### config.mk
export PLATFORM = sky130hd
export DESIGN_NAME = selfprog_ctrl
export DESIGN_NICKNAME = d
export VERILOG_FILES = /design/src/rtl/spc_pkg.sv /design/src/rtl/spc_cmd_pick.sv /design/src/rtl/spc_win_timer.sv /design/src/rtl/selfprog_ctrl.sv
export SDC_FILE = /design/constraint.sdc
export NUM_CORES = 1
export LEC_CHECK = 0
export BUFFER_PORTS_ARGS = -buffer_cell sky130_fd_sc_hd__buf_2
export CAP_MARGIN = 20
export CORE_MARGIN = 1.5
export CORE_UTILIZATION = 30
export DETAILED_ROUTE_END_ITERATION = 6
export PLACE_DENSITY_LB_ADDON = 0.05
export REMOVE_ABC_BUFFERS = 1
export SLEW_MARGIN = 0
export SYNTH_ARGS = -nofsm -noshare
export SYNTH_HDL_FRONTEND = slang
export SYNTH_SLANG_ARGS = --single-unit
### constraint.sdc
create_clock -name clk -period 1.8 [get_ports clk]
set_input_delay 0.09 -clock clk [delete_from_list [all_inputs] [get_ports clk]]
set_output_delay 0.09 -clock clk [all_outputs]
set_load 0.1 [all_outputs]
### src/rtl/spc_pkg.sv
package spc_pkg;
    localparam int NCMD   = 5;
    // Command bit index inside the command field (register bit = index + 1)
    localparam int C_ERS  = 0;
    localparam int C_PWR  = 1;
    localparam int C_CFG  = 2;
    localparam int C_CLR  = 3;
    localparam int C_SIG  = 4;

    function automatic logic is_load_cmd(input logic [NCMD-1:0] c);
        return c[C_CFG] | c[C_SIG];
    endfunction
endpackage

### src/rtl/spc_cmd_pick.sv
module spc_cmd_pick #(
    parameter int N = 5
) (
    input  logic [N-1:0] req,
    output logic [N-1:0] pick
);
    // Lowest set position wins
    for (genvar i = 0; i < N; i++) begin : g_pick
        if (i == 0) begin : g_first
            assign pick[i] = req[i];
        end else begin : g_rest
            assign pick[i] = req[i] & ~(|req[i-1:0]);
        end
    end
endmodule

### src/rtl/spc_win_timer.sv
module spc_win_timer #(
    parameter int CNT_W = 3
) (
    input  logic             clk,
    input  logic             rst_n,
    input  logic             load,
    input  logic [CNT_W-1:0] load_val,
    input  logic             stop,
    output logic             active,
    output logic             last
);
    logic [CNT_W-1:0] cnt_d, cnt_q;

    always_comb begin
        cnt_d = cnt_q;
        if (load)                    cnt_d = load_val;
        else if (stop)               cnt_d = '0;
        else if (cnt_q != '0)        cnt_d = cnt_q - 1'b1;
    end

    always_ff @(posedge clk or negedge rst_n) begin
        if (!rst_n) cnt_q <= '0;
        else        cnt_q <= cnt_d;
    end

    assign active = (cnt_q != '0);
    assign last   = (cnt_q == CNT_W'(1));

    AST_TMR_STOPS: assert property (@(posedge clk) disable iff (!rst_n)
        (stop && !load) |=> !active);
endmodule

### src/rtl/selfprog_ctrl.sv
module selfprog_ctrl #(
    parameter int Z_W      = 16,
    parameter int PG_OFS_W = 6,
    parameter int ST_WIN   = 4,
    parameter int LD_WIN   = 3
) (
    input  logic                      clk,
    input  logic                      rst_n,
    input  logic                      reg_we,
    input  logic [7:0]                reg_wdata,
    output logic [7:0]                reg_rdata,
    input  logic                      st_strobe,
    input  logic                      ld_strobe,
    input  logic [Z_W-1:0]            zptr,
    input  logic [15:0]               src_word,
    input  logic                      flash_done,
    output logic                      buf_wr,
    output logic [PG_OFS_W-1:0]       buf_addr,
    output logic [15:0]               buf_data,
    output logic                      buf_clr,
    output logic                      pg_erase,
    output logic                      pg_write,
    output logic [Z_W-PG_OFS_W-2:0]   pg_addr,
    output logic                      cfg_rd_sel,
    output logic                      cfg_rd_lock,
    output logic                      sig_rd_sel,
    output logic                      cpu_halt
);
    import spc_pkg::*;

    localparam int PG_W  = Z_W - PG_OFS_W - 1;
    localparam int WMAX  = (ST_WIN > LD_WIN) ? ST_WIN : LD_WIN;
    localparam int CNT_W = $clog2(WMAX + 1);

    typedef struct packed {
        logic [NCMD-1:0] cmd;
        logic            en;
        logic            busy;
        logic [PG_W-1:0] pg;
    } ctl_t;

    ctl_t st_d, st_q;

    logic [NCMD-1:0]  picked;
    logic             tmr_load, tmr_stop, tmr_active, tmr_last;
    logic [CNT_W-1:0] tmr_val;
    logic             armed, st_hit, ld_hit, load_type;
    logic             use_st, use_ld;
    logic             unused_wbits;

    assign unused_wbits = ^reg_wdata[7:6];

    spc_cmd_pick #(.N(NCMD)) u_pick (
        .req  (reg_wdata[NCMD:1]),
        .pick (picked)
    );

    spc_win_timer #(.CNT_W(CNT_W)) u_tmr (
        .clk      (clk),
        .rst_n    (rst_n),
        .load     (tmr_load),
        .load_val (tmr_val),
        .stop     (tmr_stop),
        .active   (tmr_active),
        .last     (tmr_last)
    );

    // Strobe qualification
    assign armed     = st_q.en & tmr_active & ~st_q.busy;
    assign st_hit    = st_strobe & armed;
    assign ld_hit    = ld_strobe & armed;
    assign load_type = is_load_cmd(st_q.cmd);
    assign use_st    = st_hit & ~load_type;
    assign use_ld    = ld_hit &  load_type;

    always_comb begin
        st_d     = st_q;
        tmr_load = 1'b0;
        tmr_stop = 1'b0;
        tmr_val  = CNT_W'(ST_WIN);
        if (st_q.busy) begin
            if (flash_done) begin
                st_d     = '0;
                tmr_stop = 1'b1;
            end
        end else if (use_st) begin
            tmr_stop = 1'b1;
            if (st_q.cmd[C_ERS] | st_q.cmd[C_PWR]) begin
                st_d.busy = 1'b1;
                st_d.pg   = zptr[Z_W-1:PG_OFS_W+1];
            end else begin
                st_d = '0;
            end
        end else if (use_ld) begin
            st_d     = '0;
            tmr_stop = 1'b1;
        end else if (reg_we) begin
            if (reg_wdata[0]) begin
                st_d.cmd = picked;
                st_d.en  = 1'b1;
                tmr_load = 1'b1;
                tmr_val  = is_load_cmd(picked) ? CNT_W'(LD_WIN) : CNT_W'(ST_WIN);
            end else begin
                st_d     = '0;
                tmr_stop = 1'b1;
            end
        end else if (tmr_last) begin
            st_d = '0;
        end
    end

    always_ff @(posedge clk or negedge rst_n) begin
        if (!rst_n) st_q <= '0;
        else        st_q <= st_d;
    end

    assign reg_rdata   = {2'b00, st_q.cmd, st_q.en};
    assign buf_wr      = use_st & (st_q.cmd == '0);
    assign buf_addr    = zptr[PG_OFS_W:1];
    assign buf_data    = src_word;
    assign buf_clr     = use_st & st_q.cmd[C_CLR];
    assign cfg_rd_sel  = use_ld & st_q.cmd[C_CFG];
    assign cfg_rd_lock = cfg_rd_sel & zptr[0];
    assign sig_rd_sel  = use_ld & st_q.cmd[C_SIG];
    assign pg_erase    = st_q.busy & st_q.cmd[C_ERS];
    assign pg_write    = st_q.busy & st_q.cmd[C_PWR];
    assign pg_addr     = st_q.pg;
    assign cpu_halt    = st_q.busy;

    AST_ONE_CMD: assert property (@(posedge clk) disable iff (!rst_n)
        $onehot0(reg_rdata[NCMD:1]));
    AST_CMD_HAS_EN: assert property (@(posedge clk) disable iff (!rst_n)
        (reg_rdata[NCMD:1] != '0) |-> reg_rdata[0]);
    AST_BUFWR_ARMED: assert property (@(posedge clk) disable iff (!rst_n)
        buf_wr |-> (reg_rdata == 8'h01) && !cpu_halt);
    AST_HALT_FROM_STORE: assert property (@(posedge clk) disable iff (!rst_n)
        $rose(cpu_halt) |-> $past(st_strobe));
    AST_HALT_HAS_OP: assert property (@(posedge clk) disable iff (!rst_n)
        cpu_halt |-> (pg_erase ^ pg_write));
    AST_DONE_ENDS: assert property (@(posedge clk) disable iff (!rst_n)
        (cpu_halt && flash_done) |=> (!cpu_halt && reg_rdata == 8'h00));
    AST_HALT_FREEZE: assert property (@(posedge clk) disable iff (!rst_n)
        (cpu_halt && !flash_done) |=> $stable(reg_rdata));
endmodule

==> reports/qor.yml <==
grt.total_usage: 0.1605
netlist_area_mm2: 0.001206
hp-start: "zptr[15]"
htree_levels: 1
reg2reg_to: "reg_rdata[5]"
core_mm2: 0.003771
seq_area_um2: 475.5
tritoncts: "built"
cts_buffers: 3
finalHoldViolations: 0
grt_pass1_wl_um: 5285
drc: 0
clock_latency_ps: 260
required_ps: 1710
worstReg2RegStart: "reg_rdata[5]"
async_flop_share: 1.000
placed_cells: 213
nets: 229
violations: "setup timing"
grt_pass1_vias: 1085
min_period_over_period: 1.098
dr.pass1.iters: 4
viasPerCell: 4.793
initial_core_util: 0.3198
slowest_delay_ps: 410
die_w_um: 66.41
dieHeight_um: 66.41
overflow: 0
arrival_ps: 1890
clockBufferDepth: 2
synth_edf_count: 0
ios: 93
ys.warnings.count: 0
leakage_uw: 0.0008385
synth_seq_cells: 19
fillerInstances: 374
setup_ws_ps: -177.2
grt_max_degree: 20
ant_nets: 0
r2r_slack_ps: -110
status: "complete, but fails checks"
place_congestion: 0.7484
crit_chain: "or3b_4 -> or3_4 -> nor4_4 -> buf_4 -> buf_12"
drv_slew: 0
grt_setup_unrepaired: "true"
drt-total-wl_um: 3479
crit_type: "reg -> out"
antenna_found_initial: 0
hpwl_um: 2619
final_util: 0.4512
setup_viol: 17
drtIter0Drc: 49
startpoint_type: "flip-flop"
final_cells: 227
hold_path_class: "in -> reg"
drive_above_1_share: 0.5251
yosys_most_used_dff: "dfrtp_1"
skew_ps: 5.981
ir_drop_mv: 0.5139
synth.distinct_cells: 33
ys_seq_area_frac: 0.3942
antenna_cells: 0
max_cap_violations: 0
hold_depth: 3
clock-root-buffer: "clkbuf_8"
holdPathEnd: "pg_addr[8]"
multi_input_area_um2: 618.1
critPathMaxFanout: 3
clk_pin_slew_ps: 80
port_buffers: 44
cp_slowest_cell: "or3b_4"
syn2layout_area_growth_pct: 41.08
vias: 1088
syn_area_per_cell_um2: 9.001
worst_r2r_path_depth: 6
max_freq_mhz: 505.8
fin_crit_ps: 1977
worst_pin_slew_ps: 487.3
cts_sinks: 19
rows: 22
setup-tns-final_ps: -1006
cp-end-kind: "output pin"
avgRoutedWirePerCell_um: 15.33
slew_headroom: 0.6717
power.density_mw_per_mm2: 1319
syn_inst: 134
die-area_mm2: 0.004410
[worst max-delay path, delay by kind of cell (launching register included)]
family | cells | cell delay (ps)
simple gates | 3 | 920
buf+inv | 2 | 320
flops | 1 | 390
[area by class of cell]
cell class / count / area share
clock buffers: 3 / 0.02426
repair buffers: 64 / 0.2603
flip-flops and latches: 19 / 0.2794
multi-input cells: 77 / 0.3632
inverters: 15 / 0.03309
well taps: 48 / 0.03529
clock inverters: 1 / 0.004412
[power by group]
part,total [uW],leakage [uW],switching (uW),internal [uW]
logic,1350,0.000559,862,486
clock network,315,0.0000217,159,156
registers,582,0.000257,75.6,506
total,2240,0.000839,1100,1150
[cells by family (layout without fill, tap and decap cells)]
group,count (synthesis),count (layout),share of synthesized area
and+or+nand+nor,41,41,0.1816
buffers and inverters,40,83,0.1992
AOI/OAI and AO/OA,27,28,0.1639
DFF,19,19,0.3942
muxes,3,3,0.02697
adders and majority gates,3,3,0.03112
other,1,2,0.003109
[state kept, by name (all words and copies together), names as in the netlist]
signal and count:
cpu_halt 1, pg_addr 9, reg_rdata 6, u_tmr.cnt_q 3
[what timing repair did]
action                                  4_1_cts  5_1_grt
endpoints found under the hold margin        19        0
hold buffers                                  1        0
resized for setup                            10       30
pin swaps                                     3       12
cloned                                        1        0
endpoints found under the setup margin        7       18
setup buffers                                 2        6
[per-layer routing]
metal,vias to the layer above,share of wire,GRT usage
li1,516,-,-
met1,513,0.46,0.2132
met2,57,0.43,0.2225
met3,2,0.10,0.09029
met4,0,0.0037,0.03827
met5,-,0,0.01389
[cells in the mapped netlist (3+ instances only)]
| cell | instances | area [um2] |
|---|---|---|
| nand2_1 | 10 | 37.54 |
| and2_1 | 3 | 18.77 |
| a32o_1 | 3 | 30.03 |
| ha_1 | 3 | 37.54 |
| nor2b_1 | 4 | 25.02 |
| nand2b_1 | 3 | 18.77 |
| o21ai_0 | 11 | 55.05 |
| a21oi_1 | 3 | 15.01 |
| dfrtp_1 | 19 | 475.5 |
| buf_4 | 24 | 180.2 |
| inv_1 | 15 | 56.30 |
| nor2_1 | 10 | 37.54 |
| and3_1 | 3 | 18.77 |
[per-stage QoR]
| step | power (uW) | setup slack, ps | hold WS, ps | instance area [um2] |
|---|---|---|---|---|
| after floorplan | 1359 | -2791 | -205.6 | 1026 |
| after global placement | 1656 | 17.15 | 68.70 | 1434 |
| after detailed placement | 1675 | -16.62 | 62.29 | 1434 |
| after CTS | 2082 | -207.6 | 20.54 | 1565 |
| after global routing | 2371 | -227.7 | 40.58 | 1702 |
| final | 2244 | -177.2 | 28.01 | 1702 |
[worst max path at each step]
stage                       startpoint         end  slack, ps
after global placement    reg_rdata[3]  pg_addr[1]         20
final                     reg_rdata[5]      buf_wr       -180
after detailed placement  reg_rdata[3]  pg_addr[1]        -20
after global routing      reg_rdata[5]      buf_wr       -230
after CTS                 reg_rdata[5]      buf_wr       -210
after floorplan           reg_rdata[3]      buf_wr      -2790
[cells in the final DEF (no fill, tap or decap), types with 2 or more instances in the layout]
cell / Yosys / routed
buf_2: 0 / 39
dfrtp_1: 19 / 19
buf_4: 24 / 18
inv_1: 15 / 13
nand2_1: 10 / 10
nor2_1: 10 / 7
o21ai_1: 0 / 6
buf_12: 0 / 4
nand2b_1: 3 / 3
nor2b_1: 4 / 3
o21ai_2: 0 / 3
a21oi_1: 3 / 3
a32o_1: 3 / 3
clkbuf_8: 0 / 3
inv_2: 0 / 2
and3_1: 3 / 2
and2_1: 3 / 2
o21ai_0: 11 / 2
a21oi_4: 0 / 2
nor2_2: 0 / 2
mux2_2: 2 / 2
a22o_1: 2 / 2
o221a_2: 2 / 2
ha_1: 3 / 2
conb_1: 1 / 2
buf_6: 0 / 2
Power figures use the tool's default switching activity.
